===== config.mk =====
export PLATFORM = sky130hd
export DESIGN_NAME = xfifo_top
export DESIGN_NICKNAME = d
export VERILOG_FILES = /design/src/rtl/xfifo_pkg.sv /design/src/rtl/xfifo_store.sv /design/src/rtl/xfifo_flags.sv /design/src/rtl/xfifo_txlen.sv /design/src/rtl/xfifo_top.sv
export SDC_FILE = /design/constraint.sdc
export NUM_CORES = 1
export LEC_CHECK = 0
export BUFFER_PORTS_ARGS = -buffer_cell sky130_fd_sc_hd__buf_4
export CAP_MARGIN = 20
export CORE_MARGIN = 5
export CORE_UTILIZATION = 50
export CTS_CLUSTER_DIAMETER = 40
export DETAILED_ROUTE_END_ITERATION = 10
export PLACE_DENSITY = 0.71
export SLEW_MARGIN = 0
export SYNTH_ARGS = -nofsm -noshare
export SYNTH_HDL_FRONTEND = slang
export SYNTH_SLANG_ARGS = --single-unit

===== constraint.sdc =====
create_clock -name clk -period 2.4 [get_ports clk]
set_input_delay 0.6 -clock clk [delete_from_list [all_inputs] [get_ports clk]]
set_output_delay 0.6 -clock clk [all_outputs]
set_load 0.01 [all_outputs]

===== src/rtl/xfifo_pkg.sv =====
package xfifo_pkg;

    localparam int BYTE_W = 8;
    localparam int NFLAG  = 8;

    // flag bit positions (status flag register layout)
    localparam int FB_TXEND = 0;
    localparam int FB_RXEND = 1;
    localparam int FB_LEVEL = 2;
    localparam int FB_CRC   = 3;
    localparam int FB_PAR   = 4;
    localparam int FB_FRM   = 5;
    localparam int FB_OVF   = 6;
    localparam int FB_UDF   = 7;

    typedef logic [NFLAG-1:0]  flag_vec_t;
    typedef logic [BYTE_W-1:0] byte_t;

    // level, CRC, parity and framing enables come up set
    localparam flag_vec_t EN_RESET = flag_vec_t'((1 << FB_LEVEL) | (1 << FB_CRC) |
                                                 (1 << FB_PAR)   | (1 << FB_FRM));

    typedef enum logic {DIR_RX = 1'b0, DIR_TX = 1'b1} dir_e;

    // request bundle from whichever side currently feeds or drains the queue
    typedef struct packed {
        logic  push;
        logic  pop;
        byte_t wdata;
    } side_req_t;

    function automatic flag_vec_t bit_mask(input int pos, input logic on);
        flag_vec_t m;
        m = '0;
        m[pos] = on;
        return m;
    endfunction

endpackage


===== src/rtl/xfifo_store.sv =====
module xfifo_store
    import xfifo_pkg::*;
#(
    parameter  int DEPTH = 12,
    localparam int PTRW  = (DEPTH > 1) ? $clog2(DEPTH) : 1,
    localparam int CNTW  = $clog2(DEPTH + 1)
) (
    input  logic            clk,
    input  logic            rst,
    input  logic            flush,
    input  logic            push,
    input  logic            pop,
    input  byte_t           wdata,
    output byte_t           rdata,
    output logic [CNTW-1:0] count,
    output logic            push_ok,
    output logic            pop_ok,
    output logic            ovf_ev,
    output logic            udf_ev,
    output logic            full,
    output logic            empty
);

    localparam logic [PTRW-1:0] LAST = PTRW'(DEPTH - 1);

    byte_t           mem [DEPTH];
    logic [PTRW-1:0] wr_ptr, rd_ptr;
    logic [CNTW-1:0] cnt;

    function automatic logic [PTRW-1:0] step(input logic [PTRW-1:0] p);
        return (p == LAST) ? '0 : p + PTRW'(1);
    endfunction

    assign full    = (cnt == CNTW'(DEPTH));
    assign empty   = (cnt == '0);
    assign push_ok = push && !full  && !flush;
    assign pop_ok  = pop  && !empty && !flush;
    assign ovf_ev  = push && full  && !flush;
    assign udf_ev  = pop  && empty && !flush;
    assign count   = cnt;
    assign rdata   = empty ? '0 : mem[rd_ptr];

    always_ff @(posedge clk) begin
        if (rst || flush) begin
            wr_ptr <= '0;
            rd_ptr <= '0;
            cnt    <= '0;
        end else begin
            if (push_ok) wr_ptr <= step(wr_ptr);
            if (pop_ok)  rd_ptr <= step(rd_ptr);
            case ({push_ok, pop_ok})
                2'b10:   cnt <= cnt + CNTW'(1);
                2'b01:   cnt <= cnt - CNTW'(1);
                default: cnt <= cnt;
            endcase
        end
    end

    always_ff @(posedge clk) begin
        if (push_ok) mem[wr_ptr] <= wdata;
    end

    a_r3_count_bound: assert property (@(posedge clk) disable iff (rst)
        cnt <= CNTW'(DEPTH));

    a_r4_no_overflow: assert property (@(posedge clk) disable iff (rst)
        (push && full && !pop && !flush) |=> (cnt == CNTW'(DEPTH)));

    a_r5_no_underflow: assert property (@(posedge clk) disable iff (rst)
        (pop && empty && !push && !flush) |=> (cnt == '0));

    a_r6_flush_empties: assert property (@(posedge clk) disable iff (rst)
        flush |=> empty);

endmodule


===== src/rtl/xfifo_flags.sv =====
module xfifo_flags
    import xfifo_pkg::*;
(
    input  logic      clk,
    input  logic      rst,
    input  logic      stat_rd,
    input  flag_vec_t set_vec,
    input  logic      tx_done,
    input  logic      en_wr,
    input  flag_vec_t en_wdata,
    output flag_vec_t flags,
    output flag_vec_t en,
    output logic      irq
);

    logic      tx_fin;
    flag_vec_t gate;

    for (genvar i = 0; i < NFLAG; i++) begin : g_flag
        always_ff @(posedge clk) begin
            if (rst)             flags[i] <= 1'b0;
            else if (set_vec[i]) flags[i] <= 1'b1;
            else if (stat_rd)    flags[i] <= 1'b0;
        end
    end

    always_ff @(posedge clk) begin
        if (rst)          tx_fin <= 1'b0;
        else if (tx_done) tx_fin <= 1'b1;
        else if (stat_rd) tx_fin <= 1'b0;
    end

    always_ff @(posedge clk) begin
        if (rst)        en <= EN_RESET;
        else if (en_wr) en <= en_wdata;
    end

    always_comb begin
        gate           = '1;
        gate[FB_TXEND] = tx_fin;
    end

    assign irq = |(flags & en & gate);

    a_r11_read_clears: assert property (@(posedge clk) disable iff (rst)
        (stat_rd && set_vec == '0) |=> (flags == '0));

    a_r11_set_wins: assert property (@(posedge clk) disable iff (rst)
        (stat_rd && set_vec != '0) |=> ((flags & $past(set_vec)) == $past(set_vec)));

    a_r9_tx_irq_waits: assert property (@(posedge clk) disable iff (rst)
        (set_vec == bit_mask(FB_TXEND, 1'b1) && flags == '0 && !tx_fin && !tx_done && !en_wr)
        |=> !irq);

endmodule


===== src/rtl/xfifo_txlen.sv =====
module xfifo_txlen #(
    parameter int LEN_W = 12
) (
    input  logic             clk,
    input  logic             rst,
    input  logic             wr,
    input  logic [LEN_W-1:0] wdata,
    input  logic             tx_done,
    output logic [LEN_W-1:0] q
);

    always_ff @(posedge clk) begin
        if (rst)          q <= '0;
        else if (wr)      q <= wdata;
        else if (tx_done) q <= '0;
    end

    a_r12_eof_clears: assert property (@(posedge clk) disable iff (rst)
        (tx_done && !wr) |=> (q == '0));

    a_r12_write_wins: assert property (@(posedge clk) disable iff (rst)
        wr |=> (q == $past(wdata)));

endmodule


===== src/rtl/xfifo_top.sv =====
module xfifo_top
    import xfifo_pkg::*;
#(
    parameter  int DEPTH   = 12,
    parameter  int TX_LOW  = 3,
    parameter  int RX_HIGH = 8,
    parameter  int LEN_W   = 12,
    localparam int LVLW    = $clog2(DEPTH),
    localparam int CNTW    = $clog2(DEPTH + 1)
) (
    input  logic             clk,
    input  logic             rst,
    input  logic             dir_tx,
    input  logic             flush,
    input  logic             host_push,
    input  logic [7:0]       host_wdata,
    input  logic             host_pop,
    output logic [7:0]       host_rdata,
    input  logic             frm_push,
    input  logic [7:0]       frm_wdata,
    input  logic             frm_pop,
    output logic [7:0]       frm_rdata,
    input  logic             tx_start,
    input  logic             tx_done,
    input  logic             rx_eof,
    input  logic             err_crc,
    input  logic             err_par,
    input  logic             err_frm,
    input  logic             en_wr,
    input  logic [7:0]       en_wdata,
    output logic [7:0]       en_q,
    input  logic             stat_rd,
    output logic [LVLW+1:0]  stat_level,
    output logic [7:0]       stat_flags,
    output logic             irq,
    input  logic             txlen_wr,
    input  logic [LEN_W-1:0] txlen_wdata,
    output logic [LEN_W-1:0] txlen_q
);

    dir_e            dir;
    side_req_t       req;
    byte_t           head;
    logic [CNTW-1:0] count;
    logic            push_ok, pop_ok, ovf_ev, udf_ev, full, empty;
    logic            lvl_ev;
    flag_vec_t       set_vec;
    logic [LVLW-1:0] lvl_code;

    assign dir = dir_e'(dir_tx);

    // side selection: loader pushes, drainer pops
    always_comb begin
        if (dir == DIR_TX) begin
            req.push  = host_push;
            req.wdata = host_wdata;
            req.pop   = frm_pop;
        end else begin
            req.push  = frm_push;
            req.wdata = frm_wdata;
            req.pop   = host_pop;
        end
    end

    xfifo_store #(.DEPTH(DEPTH)) u_store (
        .clk     (clk),
        .rst     (rst),
        .flush   (flush),
        .push    (req.push),
        .pop     (req.pop),
        .wdata   (req.wdata),
        .rdata   (head),
        .count   (count),
        .push_ok (push_ok),
        .pop_ok  (pop_ok),
        .ovf_ev  (ovf_ev),
        .udf_ev  (udf_ev),
        .full    (full),
        .empty   (empty)
    );

    assign host_rdata = (dir == DIR_RX) ? head : '0;
    assign frm_rdata  = (dir == DIR_TX) ? head : '0;

    // direction-dependent level mark
    always_comb begin
        if (dir == DIR_TX)
            lvl_ev = pop_ok && !push_ok && (count == CNTW'(TX_LOW + 1));
        else
            lvl_ev = push_ok && !pop_ok && (count == CNTW'(RX_HIGH));
    end

    always_comb begin
        set_vec           = '0;
        set_vec[FB_TXEND] = tx_start || tx_done;
        set_vec[FB_RXEND] = rx_eof;
        set_vec[FB_LEVEL] = lvl_ev;
        set_vec[FB_CRC]   = err_crc;
        set_vec[FB_PAR]   = err_par;
        set_vec[FB_FRM]   = err_frm;
        set_vec[FB_OVF]   = ovf_ev;
        set_vec[FB_UDF]   = udf_ev;
    end

    xfifo_flags u_flags (
        .clk      (clk),
        .rst      (rst),
        .stat_rd  (stat_rd),
        .set_vec  (set_vec),
        .tx_done  (tx_done),
        .en_wr    (en_wr),
        .en_wdata (en_wdata),
        .flags    (stat_flags),
        .en       (en_q),
        .irq      (irq)
    );

    xfifo_txlen #(.LEN_W(LEN_W)) u_txlen (
        .clk     (clk),
        .rst     (rst),
        .wr      (txlen_wr),
        .wdata   (txlen_wdata),
        .tx_done (tx_done),
        .q       (txlen_q)
    );

    assign lvl_code   = empty ? '0 : LVLW'(count - CNTW'(1));
    assign stat_level = {full, empty, lvl_code};

    a_r2_idle_side_ignored: assert property (@(posedge clk) disable iff (rst)
        (!dir_tx && (host_push || frm_pop) && !frm_push && !host_pop && !flush)
        |=> $stable(stat_level));

    a_r7_tx_mark: assert property (@(posedge clk) disable iff (rst)
        (dir_tx && frm_pop && !host_push && !flush && !stat_rd &&
         stat_level == {2'b00, LVLW'(TX_LOW)}) |=> stat_flags[FB_LEVEL]);

    a_r8_rx_mark: assert property (@(posedge clk) disable iff (rst)
        (!dir_tx && frm_push && !host_pop && !flush && !stat_rd &&
         stat_level == {2'b00, LVLW'(RX_HIGH - 1)}) |=> stat_flags[FB_LEVEL]);

    a_r10_error_flags: assert property (@(posedge clk) disable iff (rst)
        (err_crc && err_par && err_frm) |=> (stat_flags[FB_FRM:FB_CRC] == 3'b111));

endmodule


==> flow_metrics.env, run 1 <==
export IMPL_status="finished with violations"
export IMPL_violations="negative setup slack"
export IMPL_skew_ns=0.01014
export IMPL_synth_area_sq_um=5983
export IMPL_grt_pass1_wl_mm=22.57
export IMPL_path_cells="buf_12 > mux4_2 > a211oi_4 > nor3_2 > buf_4"
export IMPL_p_int_mw=4.388
export IMPL_syn2layout_area_growth_pct=31.35
export IMPL_synth_area_leader_cell="edfxtp_1"
export IMPL_hp_class="input pin to flip-flop"
export IMPL_p_switching_mw=1.257
export IMPL_synth_cell_types=48
export IMPL_finalCriticalPeriod_ns=2.678
export IMPL_drtAntennaViolNets=0
export IMPL_synth_commonest_cells="edfxtp_1 (96), dfxtp_1 (45), nor2_1 (40)"
export IMPL_r2r_start="u_store.count[0]"
export IMPL_r2r_end="u_store.count[3]"
export IMPL_post_route_period_util_pct=111.6
export IMPL_required_ns=1.80
export IMPL_num_nets_final=611
export IMPL_synthFlopType="edfxtp_1"
export IMPL_numCtsBuffers=17
export IMPL_root_buffer="clkbuf_16"
export IMPL_clkSinkCount=141
export IMPL_die_y_um=119.4
export IMPL_drive_gt1_share_pct=39.39
export IMPL_slew_headroom_pct=63.98
export IMPL_syn_inst=421
export IMPL_worstMarginPinSlew_ns=0.5403
export IMPL_clk_latency_ns=0.42
export IMPL_routed_top_layer="met4"
export IMPL_fin_util_pct=66.26
export IMPL_antennaDiodeCount=0
export IMPL_clkPwrFrac_pct=44.8
export IMPL_die_area_sq_um=14250
export IMPL_critPathMaxStageDelay_ns=0.56
export IMPL_die_x_um=119.4
export IMPL_grt_pass1_vias=4069
export IMPL_swShare_pct=22.26
export IMPL_worst_slack_ns=-0.2784
export IMPL_antenna_found_initial=0
export IMPL_synth_net_count=484
export IMPL_ys_seq_elements=141
export IMPL_synth_edf_count=96
export IMPL_hold_start="en_wdata[5]"
export IMPL_leakage_nw=2.894
export IMPL_dp_hpwl_mm=9.604
export IMPL_pwr_share_seq_pct=47.3
export IMPL_critical_path_peak_fanout=6
export IMPL_route_detailed_drc=0
export IMPL_netlist_top_cells_area="edfxtp_1 (48%), dfxtp_1 (15%), mux2i_1 (4.7%), mux4_2 (3.4%), mux4_1 (3.1%)"
export IMPL_drt_wl_total_mm=14.81
export IMPL_overflow=0
export IMPL_hold_path_end="u_flags.en[5]"
export IMPL_power_total_mw=5.645
export IMPL_rows=40
export IMPL_syn_area_per_cell_sq_um=14.21
export IMPL_met3_length_mm=1.069
export IMPL_clk_pin_slew_worst_paths_ns=0.06
export IMPL_cts_path_max_buffers=2
export IMPL_comb_power_share_pct=7.9
export IMPL_synthArstFlopShare_pct=0
export IMPL_grtUsageTotal_pct=21.04
export IMPL_setup_tns_ns=-3.297
export IMPL_io_buffers=103
export IMPL_cpMaxStageDelayCell="mux4_2"
export IMPL_grt_setup_unrepaired="yes"
export IMPL_maxClockFrequency_mhz=373.4
export IMPL_power_density_nw_per_um2=718.3
export IMPL_h_tree_depth=4
export IMPL_yosys_warnings=0
export IMPL_yosysTopAreaCellShare_pct=48.18
export IMPL_setup_viol=16
export IMPL_drv_cap=0
export IMPL_via_per_inst=5.588
export IMPL_endpoint_kind="primary output"
export IMPL_regToRegSetupSlack_ns=0.13
export IMPL_routed_via_count=3956
export IMPL_hold_buffers=0
export IMPL_route_met2_wl_mm=7.664
export IMPL_fin_hold_ws_ns=0.3970
export IMPL_routedLengthMet1_mm=5.900
export IMPL_whs_path_depth=2
export IMPL_critPathLaunchType="flip-flop"
export IMPL_worstPathArrival_ns=2.08
export IMPL_grt_max_degree=32
export IMPL_cts_tree="yes"
export IMPL_core_area_sq_um=11860
export IMPL_io_pins=104
export IMPL_drv_slew=0
export IMPL_wire_per_inst_um=20.91
export IMPL_final_hold_viol_count=0
export IMPL_yosys_cell_count_top_type="edfxtp_1"
export IMPL_criticalPathCategory="flip-flop to primary output"
export IMPL_firstDrtPassIters=5
export IMPL_rr_worst_depth=10
export IMPL_ir_drop_mv=0.6888
export IMPL_start_util_pct=50.44
export IMPL_place_congestion=0.8032
export IMPL_synth_seq_area_share_pct=63.24
export IMPL_drt_iter0_drc=304
sequential cells by signal, indices dropped and copies added, names as in the netlist, named ones only:
signal          flops
u_store.rd_ptr      4
u_store.wr_ptr      4
u_store.count       4
u_flags.tx_fin      1
u_flags.flags       8
u_txlen.q          12
u_store.mem        96
u_flags.en          8
layout by cell type, fill, tap and decap left out, types with 6 or more instances in the layout:
master / n
a21oi_1: 22
and3_1: 12
buf_12: 7
buf_4: 122
clkbuf_16: 17
clkinvlp_4: 6
dfxtp_1: 43
edfxtp_1: 96
ha_1: 9
mux2_2: 8
mux2i_1: 28
mux4_2: 16
nand2_1: 6
nor2_1: 40
nor2b_1: 9
nor3_1: 11
nor3_2: 6
nor3b_1: 13
o22ai_1: 7
how the worst max path moves through the flow:
stage | startpoint | end | slack (ns) | cells after the start
after floorplan | u_store.count[0] | u_store.count[3] | 0.02 | 9
after CTS | flip-flop | host_rdata[0] | -0.21 | 6
after global placement | dir_tx | u_store.count[3] | 0.05 | 9
after global routing | flip-flop | host_rdata[0] | -0.33 | 6
after detailed placement | dir_tx | u_store.count[3] | -0.009 | 9
final | flip-flop | frm_rdata[1] | -0.28 | 5
cells by family (layout without fill, tap and decap cells):
group	after synthesis	count (layout)	synth area share (%)
flops	141	141	63.24
fa+ha+maj	10	10	2.091
buf+inv	34	174	3.053
compound gates	58	58	6.943
xor+xnor	4	4	0.5856
mux	52	52	12.65
simple gates	122	122	11.44
timing repair:
action / 4_1_cts / 5_1_grt
pin swaps: 17 / 9
cloned: 2 / 0
setup buffers: 1 / 6
endpoints found under the setup margin: 20 / 22
gates resized for setup: 22 / 25
routing by layer:
metal	GRT usage (%)	vias to the layer above
met4	6.514	0
met3	5.935	10
met2	34.05	135
li1	-	1852
met1	27.67	1959
met5	0	-
final cells by class:
type | count | area [sq um]
Fill cell | 832 | 4003
Sequential cell | 141 | 3791
Multi-Input combinational cell | 246 | 2135
Timing Repair Buffer | 134 | 1145
Clock buffer | 18 | 429.2
Tap cell | 147 | 183.9
Clock inverter | 14 | 142.6
Inverter | 8 | 32.53
power groups by stage:
stage / sequential (mW) / combinational, mW / clock [mW]
2_1_floorplan: 2.73 / 0.194 / 0
3_3_place_gp: 2.72 / 0.404 / 0
3_5_place_dp: 2.72 / 0.415 / 0
4_1_cts: 2.67 / 0.430 / 2.56
5_1_grt: 2.67 / 0.485 / 2.69
6_report: 2.67 / 0.447 / 2.53
stage by stage:
step	cell area, sq um	setup slack, ns	cells
after floorplan	5983	0.02067	421
after global placement	7029	0.05414	667
after detailed placement	7029	-0.009180	667
after CTS	7702	-0.2137	702
after global routing	7859	-0.3298	708
final	7859	-0.2784	708
critical path, delay by kind of cell (launching register included):
kind / cells / cell delay [ns]
flops: 1 / 0.38
simple gates: 1 / 0.08
compound gates: 1 / 0.35
buf+inv: 2 / 0.29
mux: 1 / 0.56
(Power assumes the default switching activity.)
==> run 2: changes to the inputs <==
CORE_UTILIZATION = 52   (was 50)
CTS_BUF_LIST = sky130_fd_sc_hd__clkbuf_4   (was default)
CTS_CLUSTER_DIAMETER = 150   (was 40)
PLACE_DENSITY = 0.74   (was 0.71)
TNS_END_PERCENT = 10   (was default)
==> run 2 against run 1 <==
- the run still ends with negative setup slack left
- non-clock buffer count is the same
- first-iteration DRC count shrank 25%
- die area shrank 3.5%
- count of clock-buffer cells in the layout grew 2
- clock power shrank 38%
- wire length shrank 8.5%
- cell area shrank 3.6%
- critical path type unchanged
- critical endpoint is now frm_rdata[2]
- largest cell class unchanged
==> flow_metrics.env, run 2 (synthesized netlist as in run 1, its figures left out) <==
export IMPL_status="finished with violations"
export IMPL_violations="negative setup slack"
export IMPL_p_switching_mw=1.060
export IMPL_setup_tns_ns=-4.623
export IMPL_final_hold_viol_count=0
export IMPL_overflow=0
export IMPL_antenna_found_initial=0
export IMPL_met3_length_um=640
export IMPL_h_tree_depth=4
export IMPL_critPathLaunchType="flip-flop"
export IMPL_worstPathArrival_ns=2.13
export IMPL_finalCriticalPeriod_ns=2.731
export IMPL_cts_tree="yes"
export IMPL_p_int_mw=3.617
export IMPL_power_density_nw_per_um2=617.6
export IMPL_wire_per_inst_um=19.25
export IMPL_critical_path_peak_fanout=5
export IMPL_drtAntennaViolNets=0
export IMPL_routed_top_layer="met4"
export IMPL_skew_ns=0.01589
export IMPL_die_x_um=117.3
export IMPL_required_ns=1.80
export IMPL_io_buffers=103
export IMPL_regMostFlops="u_store.mem"
export IMPL_dp_hpwl_mm=9.514
export IMPL_drt_iter0_drc=228
export IMPL_grtUsageTotal_pct=20.20
export IMPL_comb_power_share_pct=9.5
export IMPL_firstDrtPassIters=4
export IMPL_clk_pin_slew_worst_paths_ns=0.11
export IMPL_grt_setup_unrepaired="yes"
export IMPL_regToRegSetupSlack_ns=0.21
export IMPL_mostFrequentLayoutCells="buf_4 (127), edfxtp_1 (96), dfxtp_1 (41)"
export IMPL_route_detailed_drc=0
export IMPL_ir_drop_mv=0.4605
export IMPL_clkSinkCount=141
export IMPL_io_pins=104
export IMPL_mostFrequentLayoutCell="buf_4"
export IMPL_rows=39
export IMPL_drv_slew=0
export IMPL_clk_latency_ns=0.51
export IMPL_drv_cap=0
export IMPL_via_per_inst=5.567
export IMPL_grt_pass1_vias=4018
export IMPL_largest_reg_flops=96
export IMPL_clkPwrFrac_pct=33.5
export IMPL_routedLengthMet1_mm=5.535
export IMPL_die_y_um=117.3
export IMPL_grt_pass1_wl_mm=20.78
export IMPL_endpoint_kind="primary output"
export IMPL_drive_gt1_share_pct=40.64
export IMPL_pwr_share_seq_pct=57.0
export IMPL_hp_class="input pin to flip-flop"
export IMPL_post_route_period_util_pct=113.8
export IMPL_routed_via_count=3919
export IMPL_leakage_nw=2.817
export IMPL_worstMarginPinSlew_ns=0.4601
export IMPL_cts_path_max_buffers=2
export IMPL_largestRegisters="u_store.mem x96, u_txlen.q x12"
export IMPL_numCtsBuffers=17
export IMPL_die_area_sq_um=13750
export IMPL_start_util_pct=52.62
export IMPL_drt_wl_total_mm=13.55
export IMPL_maxClockFrequency_mhz=366.2
export IMPL_slew_headroom_pct=69.33
export IMPL_grt_max_degree=32
export IMPL_syn2layout_area_growth_pct=26.58
export IMPL_criticalPathCategory="flip-flop to primary output"
export IMPL_worst_slack_ns=-0.3309
export IMPL_route_met2_wl_mm=7.262
export IMPL_num_nets_final=611
export IMPL_power_total_mw=4.678
export IMPL_antennaDiodeCount=0
export IMPL_root_buffer="clkbuf_4"
export IMPL_hold_buffers=0
export IMPL_place_congestion=0.8162
export IMPL_swShare_pct=22.67
export IMPL_setup_viol=20
export IMPL_core_area_sq_um=11370
run 2: cell types whose count changed in the layout (fill, tap and decap cells not counted), sizes merged:
cell,before,now
inv,10,13
clkbuf,18,21
clkinvlp,6,1
bufinv,2,3
buf,134,133
clkinv,4,3
run 2: cell type report:
type	count	area [sq um]
clock inverters	12	143.9
fillers	805	3796
flip-flops and latches	141	3791
multi-input cells	246	2198
clock buffers	20	150.1
inverters	8	30.03
repair buffers	134	1081
well taps	143	178.9
run 2: worst max-delay path, cell delays in order (launching register included):
cell      delay, ns
dfxtp_4        0.41
buf_12         0.13
mux4_2         0.53
a211oi_4       0.32
nor3_1         0.09
buf_4          0.15
run 2: stage by stage:
stage	std cells	util (%)	area [sq um]	worst slack (ns)	hold slack (ns)
after floorplan	421	-	5983	0.02067	0.4577
after global placement	665	61.36	6977	0.04757	0.4711
after detailed placement	665	61.36	6977	0.06641	0.4886
after CTS	704	66.03	7507	-0.4060	0.2492
after global routing	704	66.61	7574	-0.4107	0.2487
final	704	66.61	7574	-0.3309	0.2968
run 2: per-layer routing:
layer / vias to the layer above / track usage [%]
met5: - / 0
met4: 0 / 5.122
met3: 15 / 5.861
met2: 82 / 34.73
met1: 1962 / 25.18
li1: 1860 / -
run 2: power groups by stage:
stage | Clock (mW) | Combinational, mW | Sequential (mW)
2_1_floorplan | 0 | 0.194 | 2.73
3_3_place_gp | 0 | 0.402 | 2.72
3_5_place_dp | 0 | 0.412 | 2.72
4_1_cts | 1.60 | 0.434 | 2.67
5_1_grt | 1.70 | 0.480 | 2.67
6_report | 1.57 | 0.442 | 2.67
run 2: final timing paths:
path,startpoint,cells after the start,to
worst max-delay path,flip-flop,5,frm_rdata[2]
worst min register to register,u_flags.tx_fin,2,u_flags.tx_fin
worst min-delay path,rx_eof,3,u_flags.flags[1]
worst max register to register,u_store.count[1],12,u_store.count[3]
run 2: repair_timing:
action | in CTS | in global routing
setup buffers | 5 | 1
pin swaps | 20 | 11
resized for setup | 32 | 19
gates cloned | 2 | 1
endpoints found under the setup margin | 21 | 21
==> run 3: changes to the inputs <==
CAP_MARGIN = 0   (was 20)
CORE_UTILIZATION = 58   (was 52)
PLACE_DENSITY = 0.78   (was 0.74)
clock period = 2.74 ns   (was 2.4 ns; I/O delays follow)
==> run 3 against run 2 <==
- the run still ends with negative setup slack left
- power down 12%
- register-to-register slack better by 0.13 ns
- global-route usage up 0.79 points
- clock power down 11%
- worst setup slack better by 0.27 ns
- critical path type unchanged
- highest routed layer unchanged
==> flow_metrics.env, run 3 (synthesized netlist as in run 1, its figures left out) <==
export IMPL_fin_util_pct=73.02
export IMPL_ir_drop_mv=0.3099
export IMPL_worstPathArrival_ns=2.12
export IMPL_top_usage_layer="met2"
export IMPL_finalCriticalPeriod_ns=2.805
export IMPL_grt_pass1_wl_mm=20.41
export IMPL_regToRegSetupSlack_ns=0.34
export IMPL_grt_pass1_vias=4082
export IMPL_criticalPathCategory="flip-flop to primary output"
export IMPL_grt_max_degree=32
export IMPL_antenna_found_initial=0
export IMPL_routed_via_count=3875
export IMPL_drive_gt1_share_pct=38.34
export IMPL_antennaDiodeCount=0
export IMPL_cts_path_max_buffers=2
export IMPL_root_buffer="clkbuf_4"
export IMPL_skew_ns=0.01189
export IMPL_core_area_sq_um=10180
export IMPL_io_pins=104
export IMPL_final_cell_area_sq_um=7437
export IMPL_start_util_pct=58.75
export IMPL_clkSinkCount=141
export IMPL_r2r_end="u_store.count[3]"
export IMPL_use_met3_pct=5.054
export IMPL_rr_worst_depth=10
export IMPL_clk_latency_ns=0.48
export IMPL_status="finished with violations"
export IMPL_numCtsBuffers=17
export IMPL_syn2layout_area_growth_pct=24.30
export IMPL_power_density_nw_per_um2=551.0
export IMPL_regMostFlops="u_store.mem"
export IMPL_via_per_inst=5.624
export IMPL_worstMarginPinSlew_ns=0.4602
export IMPL_critical_path_peak_fanout=8
export IMPL_fin_hold_ws_ns=0.3923
export IMPL_hold_start="rx_eof"
export IMPL_required_ns=2.06
export IMPL_slew_headroom_pct=69.32
export IMPL_place_area_sq_um=6865
export IMPL_leakage_nw=2.762
export IMPL_die_x_um=111.6
export IMPL_drv_cap=0
export IMPL_violations="negative setup slack"
export IMPL_drt_iter0_drc=239
export IMPL_place_ws_ns=0.1842
export IMPL_use_met1_pct=24.14
export IMPL_grt_use_met2_pct=38.52
export IMPL_whs_path_depth=3
export IMPL_mostFrequentLayoutCell="buf_4"
export IMPL_rows=37
export IMPL_maxClockFrequency_mhz=356.5
export IMPL_firstDrtPassIters=5
export IMPL_die_y_um=111.6
export IMPL_setup_tns_ns=-0.4439
export IMPL_setup_viol=12
export IMPL_clk_pin_slew_worst_paths_ns=0.13
export IMPL_grt_setup_unrepaired="yes"
export IMPL_drv_slew=0
export IMPL_wire_per_inst_um=19.29
export IMPL_critPathLaunchType="flip-flop"
export IMPL_io_buffers=103
export IMPL_grtUsageTotal_pct=20.99
export IMPL_cts_tree="yes"
export IMPL_hp_class="input pin to flip-flop"
export IMPL_place_congestion=0.8243
export IMPL_final_hold_viol_count=0
export IMPL_drtAntennaViolNets=0
export IMPL_post_route_period_util_pct=102.4
export IMPL_dp_hpwl_mm=9.445
export IMPL_h_tree_depth=4
export IMPL_hold_path_end="u_flags.flags[1]"
export IMPL_endpoint_kind="primary output"
export IMPL_worst_slack_ns=-0.06542
export IMPL_route_detailed_drc=0
export IMPL_drt_wl_total_mm=13.29
export IMPL_die_area_sq_um=12450
export IMPL_overflow=0
export IMPL_mostFrequentLayoutCells="buf_4 (122), edfxtp_1 (96), dfxtp_1 (41)"
export IMPL_largest_reg_flops=96
export IMPL_largestRegisters="u_store.mem x96, u_txlen.q x12"
export IMPL_num_nets_final=603
export IMPL_r2r_start="u_store.count[0]"
run 3: area by class of cell:
cell class / instances / area [sq um]
tap: 136 / 170.2
timing repair buffer: 126 / 991.0
clock buffer: 19 / 142.6
clock inverter: 13 / 166.4
inverter: 8 / 30.03
sequential: 141 / 3796
multi-input combinational: 246 / 2141
fill: 669 / 2748
run 3: report_power, final:
group	internal (mW)	total, mW	switching [mW]
sequential	2.31	2.34	0.0234
clock	0.659	1.39	0.733
combinational	0.181	0.370	0.189
total	3.15	4.10	0.945
run 3: layer usage:
metal / up-vias / share of wire [%]
li1: 1839 / -
met2: 129 / 54
met5: - / 0
met4: 0 / 2.1
met3: 19 / 5.2
met1: 1888 / 39
run 3: metrics by stage:
step / instances / power (mW)
after floorplan: 421 / 2.560
after global placement: 646 / 2.724
after detailed placement: 646 / 2.738
after CTS: 681 / 4.109
after global routing: 689 / 4.245
final: 689 / 4.098
run 3: timing repair:
| item | 4_1_cts | 5_1_grt |
|---|---|---|
| endpoints found under the hold margin | 0 | 0 |
| setup buffers | 3 | 8 |
| hold buffers | 0 | 0 |
| gates resized for setup | 20 | 20 |
| endpoints found under the setup margin | 16 | 16 |
| gates cloned | 0 | 0 |
| pin swaps | 12 | 12 |
run 3: how the worst max path moves through the flow:
stage	startpoint	to	slack (ns)	depth (start not counted)
after floorplan	dir_tx	u_store.count[3]	0.35	9
after global placement	dir_tx	u_store.count[3]	0.29	9
after detailed placement	dir_tx	u_store.count[3]	0.18	9
after CTS	flip-flop	frm_rdata[4]	-0.11	5
after global routing	flip-flop	frm_rdata[4]	-0.22	7
final	flip-flop	host_rdata[3]	-0.07	5
run 3: critical path, cell delays in order (launching register included):
cell      delay [ns]
dfxtp_4         0.40
buf_12          0.14
mux4_2          0.55
a211oi_4        0.34
nor3_2          0.06
buf_4           0.14
